File: src/rtl/dma_addr_loop_pkg.sv
package dma_addr_loop_pkg;

    localparam int NUM_SIDES    = 2;
    localparam int SIDE_SRC     = 0;
    localparam int SIDE_DST     = 1;

    localparam int WIN_CODE_W   = 2;
    localparam int WIN_OFF_W    = 3;

    localparam int SRC_HOLD_BIT = 12;
    localparam int DST_HOLD_BIT = 13;
    localparam int SRC_CODE_LSB = 14;
    localparam int DST_CODE_LSB = 16;
    localparam int MODE_TOP_BIT = DST_CODE_LSB + WIN_CODE_W - 1;

    typedef enum logic [WIN_CODE_W-1:0] {
        WIN_1 = 2'd0,
        WIN_2 = 2'd1,
        WIN_4 = 2'd2,
        WIN_8 = 2'd3
    } win_code_e;

    typedef struct packed {
        logic      hold;
        win_code_e code;
    } side_cfg_t;

    function automatic logic [WIN_OFF_W-1:0] win_mask(win_code_e c);
        logic [WIN_OFF_W:0] span;
        span = (WIN_OFF_W+1)'(1) << c;
        return WIN_OFF_W'(span - (WIN_OFF_W+1)'(1));
    endfunction

endpackage

File: src/rtl/addr_mode_decode.sv
module addr_mode_decode
    import dma_addr_loop_pkg::*;
#(
    parameter int MODE_W = 32
) (
    input  logic [MODE_W-1:0]               mode_word,
    output side_cfg_t [NUM_SIDES-1:0]       cfg
);

    for (genvar s = 0; s < NUM_SIDES; s++) begin : g_side
        localparam int HB = (s == SIDE_SRC) ? SRC_HOLD_BIT : DST_HOLD_BIT;
        localparam int CB = (s == SIDE_SRC) ? SRC_CODE_LSB : DST_CODE_LSB;
        assign cfg[s].hold = mode_word[HB];
        assign cfg[s].code = win_code_e'(mode_word[CB +: WIN_CODE_W]);
    end

    logic mode_unused;
    assign mode_unused = ^{mode_word[MODE_W-1:MODE_TOP_BIT+1], mode_word[SRC_HOLD_BIT-1:0]};

endmodule

File: src/rtl/addr_side_gen.sv
module addr_side_gen
    import dma_addr_loop_pkg::*;
#(
    parameter int ADDR_W = 32
) (
    input  logic              clk,
    input  logic              rst,
    input  logic              start,
    input  logic              advance,
    input  logic [ADDR_W-1:0] base_in,
    input  side_cfg_t         cfg_in,
    output logic [ADDR_W-1:0] addr_out
);

    localparam int HI_W = ADDR_W - WIN_OFF_W;

    logic [ADDR_W-1:0]    base_q;
    logic [ADDR_W-1:0]    off_q;
    logic [ADDR_W-1:0]    off_nxt;
    logic [WIN_OFF_W-1:0] win_step;
    side_cfg_t            cfg_q;

    always_comb begin
        win_step = (off_q[WIN_OFF_W-1:0] + WIN_OFF_W'(1)) & win_mask(cfg_q.code);
        if (cfg_q.hold) begin
            off_nxt = {{HI_W{1'b0}}, win_step};
        end else begin
            off_nxt = off_q + ADDR_W'(1);
        end
    end

    always_ff @(posedge clk) begin
        if (rst) begin
            base_q <= '0;
            off_q  <= '0;
            cfg_q  <= '0;
        end else if (start) begin
            base_q <= base_in;
            off_q  <= '0;
            cfg_q  <= cfg_in;
        end else if (advance) begin
            off_q  <= off_nxt;
        end
    end

    assign addr_out = base_q + off_q;


    base_load_chk: assert property (@(posedge clk) disable iff (rst)
        start |=> addr_out == $past(base_in));


    idle_hold_chk: assert property (@(posedge clk) disable iff (rst)
        (!start && !advance) |=> $stable(addr_out));


    linear_step_chk: assert property (@(posedge clk) disable iff (rst)
        (!start && advance && !cfg_q.hold) |=> addr_out == $past(addr_out) + ADDR_W'(1));


    window_bound_chk: assert property (@(posedge clk) disable iff (rst)
        (!start && advance && cfg_q.hold) |=>
            (addr_out - base_q) <= {{HI_W{1'b0}}, win_mask(cfg_q.code)});


    single_byte_chk: assert property (@(posedge clk) disable iff (rst)
        (!start && advance && cfg_q.hold && cfg_q.code == WIN_1) |=> $stable(addr_out));

endmodule

File: src/rtl/dma_addr_loop_gen.sv
module dma_addr_loop_gen
    import dma_addr_loop_pkg::*;
#(
    parameter int ADDR_W = 32,
    parameter int MODE_W = 32
) (
    input  logic              clk,
    input  logic              rst,
    input  logic              start,
    input  logic              advance,
    input  logic [MODE_W-1:0] mode_word,
    input  logic [ADDR_W-1:0] src_base,
    input  logic [ADDR_W-1:0] dst_base,
    output logic [ADDR_W-1:0] src_addr,
    output logic [ADDR_W-1:0] dst_addr
);

    side_cfg_t [NUM_SIDES-1:0] cfg;
    logic [ADDR_W-1:0]         base_arr [NUM_SIDES];
    logic [ADDR_W-1:0]         addr_arr [NUM_SIDES];

    addr_mode_decode #(.MODE_W(MODE_W)) u_decode (
        .mode_word (mode_word),
        .cfg       (cfg)
    );

    assign base_arr[SIDE_SRC] = src_base;
    assign base_arr[SIDE_DST] = dst_base;

    for (genvar s = 0; s < NUM_SIDES; s++) begin : g_side
        addr_side_gen #(.ADDR_W(ADDR_W)) u_side (
            .clk      (clk),
            .rst      (rst),
            .start    (start),
            .advance  (advance),
            .base_in  (base_arr[s]),
            .cfg_in   (cfg[s]),
            .addr_out (addr_arr[s])
        );
    end

    assign src_addr = addr_arr[SIDE_SRC];
    assign dst_addr = addr_arr[SIDE_DST];


    start_wins_chk: assert property (@(posedge clk) disable iff (rst)
        (start && advance) |=> (src_addr == $past(src_base)) && (dst_addr == $past(dst_base)));

endmodule

File: config.mk
export PLATFORM = sky130hd
export DESIGN_NAME = dma_addr_loop_gen
export DESIGN_NICKNAME = d
export VERILOG_FILES = /design/src/rtl/dma_addr_loop_pkg.sv /design/src/rtl/addr_mode_decode.sv /design/src/rtl/addr_side_gen.sv /design/src/rtl/dma_addr_loop_gen.sv
export SDC_FILE = /design/constraint.sdc
export NUM_CORES = 1
export LEC_CHECK = 0
export BUFFER_PORTS_ARGS = -buffer_cell sky130_fd_sc_hd__buf_4
export CELL_PAD_IN_SITES_DETAIL_PLACEMENT = 1
export CELL_PAD_IN_SITES_GLOBAL_PLACEMENT = 2
export CORE_AREA = 4 4 184 141
export DETAILED_ROUTE_END_ITERATION = 10
export DIE_AREA = 0 0 188 145
export PLACE_DENSITY = 0.9
export SLEW_MARGIN = 5
export SYNTH_ARGS = -nofsm -noshare
export SYNTH_HDL_FRONTEND = slang
export SYNTH_SLANG_ARGS = --single-unit
File: constraint.sdc
create_clock -name clk -period 5.1 [get_ports clk]
set_clock_uncertainty 0.15 [all_clocks]
set_input_delay 1.02 -clock clk [delete_from_list [all_inputs] [get_ports clk]]
set_output_delay 1.02 -clock clk [all_outputs]
set_load 0.01 [all_outputs]
Yosys cells after proc, flatten, opt, wreduce, memory -nomap -nowiden
Cells that the tools add are included.

$add $sub $neg: 8. Shifts and indexed selects: 2. Multiplexer cells: 2. Bitwise logic cells: 2. Reduce and logical (&&, ||, !) cells: 1.

Operator list (number): adder 32 x 1 -> 32 bit (second input constant) (2); adder 32 bit (2); 2-to-1 mux 32 bit (2); adder 3 x 1 -> 3 bit (second input constant) (2); bitwise AND 3 bit (2); left shift 1 x 2 -> 3 bit (first input constant) (2); subtractor 3 x 1 -> 3 bit (second input constant) (2); OR reduction 2 bit (1).

Register bits after elaboration: 134. Input bits: 100. Output and inout bits: 64. Word-level logic and storage cells: 23.

Depth between registers and ports, before layout
Depth after elaboration: 4. Gate-level depth with buffers: 9. Depth with buffers taken out: 9.

Modules after synthesis
A second synthesis with hierarchy kept.

Cell total of the unflattened synthesis: 1078. Area total of the unflattened synthesis: 9166.3 um2.

By module, submodules not included: addr_side_gen (times used 2, cells an instance 536, area an instance 4560.6 um2); addr_mode_decode (times used 1, cells an instance 6, area an instance 45.0 um2).

Worst setup path before layout
No wires, ideal clock.

Path type: register to output. From: register g_side[1].u_side.off_q[0]. To: output dst_addr[26]. Arrival: 2.470 ns. Setup slack: 1.460 ns. Stages on the path, launching flop included: 10. Path buffers: 0. Cell sequence: dfxtp_1 ha_1 fa_1 a21o_2 a221oi_2 a221o_2 o21ai_4 a311oi_4 o31a_1 xnor2_1.

Word-level cells in the longest chain between the ends: 1.

Ends and longest elaborated chain: from (decl) (line addr_side_gen.sv:18) `logic [ADDR_W-1:0] off_q;`; from (signal assigned) (line addr_side_gen.sv:42) `off_q <= off_nxt;`; adder 32 bit (line addr_side_gen.sv:46) `assign addr_out = base_q + off_q;`; to (decl) (line dma_addr_loop_gen.sv:15) `output logic [ADDR_W-1:0] dst_addr`.

No other way between the ends.

Worst setup path in the final report
From: register g_side[0].u_side.off_q[0]. To: output src_addr[30].

Word-level cells in the longest chain between the ends: 1.

Ends and longest elaborated chain: from (decl) (line addr_side_gen.sv:18); from (signal assigned) (line addr_side_gen.sv:42); adder 32 bit (line addr_side_gen.sv:46); to (decl) (line dma_addr_loop_gen.sv:14) `output logic [ADDR_W-1:0] src_addr,`.

No other way between the ends.

==> flow_summary_export.csv <==
group,metric,value,unit
setup_path,cp_common_cell,"a21oi_1",
setup_path,required,3.93,ns
synth,synth_common_cells,"nor2_1, dfxtp_1, mux2i_1, nand2_1, a21oi_1",
synth,seq_area_frac_synth,31.27,%
clock_network,cts_setup_buffers,0,
power,power_frac_clock,47.8,%
die,fp.dieArea,27260,um2
worst_hold_path,hold_path_class,"reg2reg",
synth,synth_top_area_share,31.27,%
die,initial_utilization,35.78,%
clock_network,cts-hold-fix-buffers,0,
sta,max_slew_margin,31.03,%
power,seqPwrFrac,40.7,%
clock_network,cts.clk_slew.worst_paths,0.06,ns
drt,vias,7747,
place,portBuffers,137,
place,dp_hpwl,19.50,mm
die,rows,49,
setup_path,crit_type,"reg2out",
clock_network,clock_latency,0.43,ns
synth,synth_warnings,0,
setup_path,cp-end-kind,"primary output",
global_routing,grt_max_degree,48,
clock_network,htreeDepth,4,
power,power.density,259.0,nW/um2
sta,min_period_over_period,93.29,%
setup_path,cp_slowest_stage_delay,0.46,ns
power,total_power,2.714,mW
die,design.core.area,23970,um2
setup_path,cp-start-kind,"flip-flop",
final_layout,postLayoutCoreUtil,43.70,%
outcome,status,"finished clean",
flow_run,drv_cap,0,
sta,fmax,0.2102,GHz
setup_path,path_cells,"ha_1 -> fa_1 -> a21oi_1 -> o211ai_1 -> a31oi_1 -> a21oi_1 -> a211oi_2 -> o311ai_1 -> xor2_1 -> buf_4",
synth,synth_top_area_cell,"dfxtp_1",
drt,firstDrtPassIters,7,
power,ir_drop,0.2337,mV
clock_network,cts_inserted_buffers,17,
drt,wirelength,25.41,mm
power,leakage,4.742,nW
drt,drtIter0Drc,436,
global_routing,grt_overflow_total,0,
drt,drc,0,
synth,synthArstFlopShare,0,%
synth,synth-seq-cells,134,
setup_path,crit_path_top_delay_cell,"a31oi_1",
setup_path,crit_buf_inv,1,
power,intPower,2.049,mW
global_routing,antenna_found_initial,0,
drt,drt.antenna.violating_nets,0,
final_layout,layout.nets,1307,
global_routing,grtUsageTotal,18.64,%
drt,viasPerCell,5.217,
die,die_w,188,um
sta,rsz0062_at_grt,"false",
synth,synth_nets,1190,
sta,final_hold_viol_count,0,
place,place_congestion,0.8707,
setup_path,cp.arrival,3.59,ns
synth,syn_avg_cell_area,8.377,um2
clock_network,cts-root-buf,"clkbuf_16",
final_layout,drive_gt1_share,16.55,%
clock_network,post_cts_resize_count,0,
power,combinationalPowerShare,11.5,%
synth,synthCells,1024,
synth,synthTopCellsByArea,"dfxtp_1, ha_1, mux2i_1",
clock_network,clk_path_buf_depth,2,
global_routing,grt_pass1_vias,7897,
synth,syn_area,8578,um2
final_layout,antenna_cells,0,
final_layout,syn_to_final_growth,22.13,%
sta,tightest_slew,1.035,ns
power,p_sw_share,24.48,%
synth,synth-edff-count,0,
synth,synthFlopType,"dfxtp_1",
die,io_pins,164,
setup_path,critPathTopFamily,"compound AO/OA/AOI/OAI gates",
sta,period_needed,4.758,ns
setup_path,cp_max_fo,6,
synth,yosys.cell_count.top_type,"nor2_1",
clock_network,cts_tree,"yes",
clock_network,clkSinkCount,134,
sta,drv_slew,0,
sta,finalSetupViolCount,0,
sta,finalSetupTns,0,ns
drt,wl_per_cell,17.11,um
power,power_switching,664.4,uW
synth,yosysUniqueCellTypes,66,
die,die_h,145,um
global_routing,grt_pass1_wl,41.88,mm
[power groups by stage]
stage	logic [mW]	clock network, mW	registers [mW]
finish	0.312	1.30	1.11
global route	0.345	1.39	1.11
global placement	0.308	0	1.13
CTS	0.316	1.34	1.11
detailed placement	0.314	0	1.13
floorplan	0.184	0	1.12
[metrics by stage]
step	hold slack, ns	worst slack, ns	area, um2	std cells
floorplan	0.3146	1.460	8578	1024
global placement	0.3323	0.9242	9864	1453
detailed placement	0.3460	0.8745	9864	1453
CTS	0.3607	0.3688	10480	1485
global route	0.4002	0.07899	10480	1485
finish	0.3544	0.3423	10480	1485
[tightest hold or removal path: cells and delay by family (launching register included)]
kind             cells  cell delay, ns
AND/OR/NAND/NOR      1            0.07
multiplexers         1            0.07
flip-flops           1            0.33
[layout make-up]
cell class / count / area (um2)
fill: 2867 / 13500
tap: 331 / 414.1
clock inverter: 8 / 120.1
sequential: 134 / 2683
timing repair buffer: 139 / 1044
clock buffer: 24 / 491.7
inverter: 18 / 67.56
multi-input combinational: 831 / 5657
[state kept, by name, indices dropped and copies added, names as in the netlist]
name / cells
g_side.u_side.base_q: 64
g_side.u_side.cfg_q: 6
g_side.u_side.off_q: 64
[kinds of logic (layout without fill, tap and decap cells)]
| logic type | Yosys count | after routing | synth area share [%] |
|---|---|---|---|
| AO/OA/AOI/OAI | 202 | 202 | 15.50 |
| XOR/XNOR | 112 | 112 | 11.44 |
| buffers and inverters | 59 | 189 | 2.786 |
| adder cells (fa/ha/maj) | 66 | 66 | 9.802 |
| AND/OR/NAND/NOR | 378 | 378 | 20.68 |
| flip-flops | 134 | 134 | 31.27 |
| multiplexers | 73 | 73 | 8.518 |
[cell usage in the layout, fill, tap and decap left out, types with 43 or more instances in the layout]
master | netlist | final
o21ai_0 | 43 | 43
xnor2_1 | 48 | 48
a21oi_1 | 69 | 69
nand2_1 | 72 | 72
ha_1 | 64 | 64
nor2_1 | 161 | 161
buf_4 | 0 | 139
dfxtp_1 | 134 | 134
xor2_1 | 64 | 64
mux2i_1 | 73 | 73
[worst paths after layout]
path	slack (ns)	startpoint	cells after the start	endpoint
worst min-delay path	0.35	g_side[1].u_side.base_q[5]	2	g_side[1].u_side.base_q[5]
worst max register to register	2.57	g_side[1].u_side.off_q[1]	7	g_side[1].u_side.off_q[30]
worst max-delay path	0.34	g_side[0].u_side.off_q[0]	10	src_addr[30]
worst min register to register	0.35	g_side[1].u_side.base_q[5]	2	g_side[1].u_side.base_q[5]
[layer usage]
metal | vias to the layer above | global-route usage (%) | part of all wire (%)
li1 | 3877 | - | -
met1 | 3706 | 27.85 | 52
met2 | 148 | 27.22 | 42
met3 | 16 | 4.155 | 4.7
met4 | 0 | 4.402 | 0.88
met5 | - | 0 | 0
(Power assumes the default switching activity.)
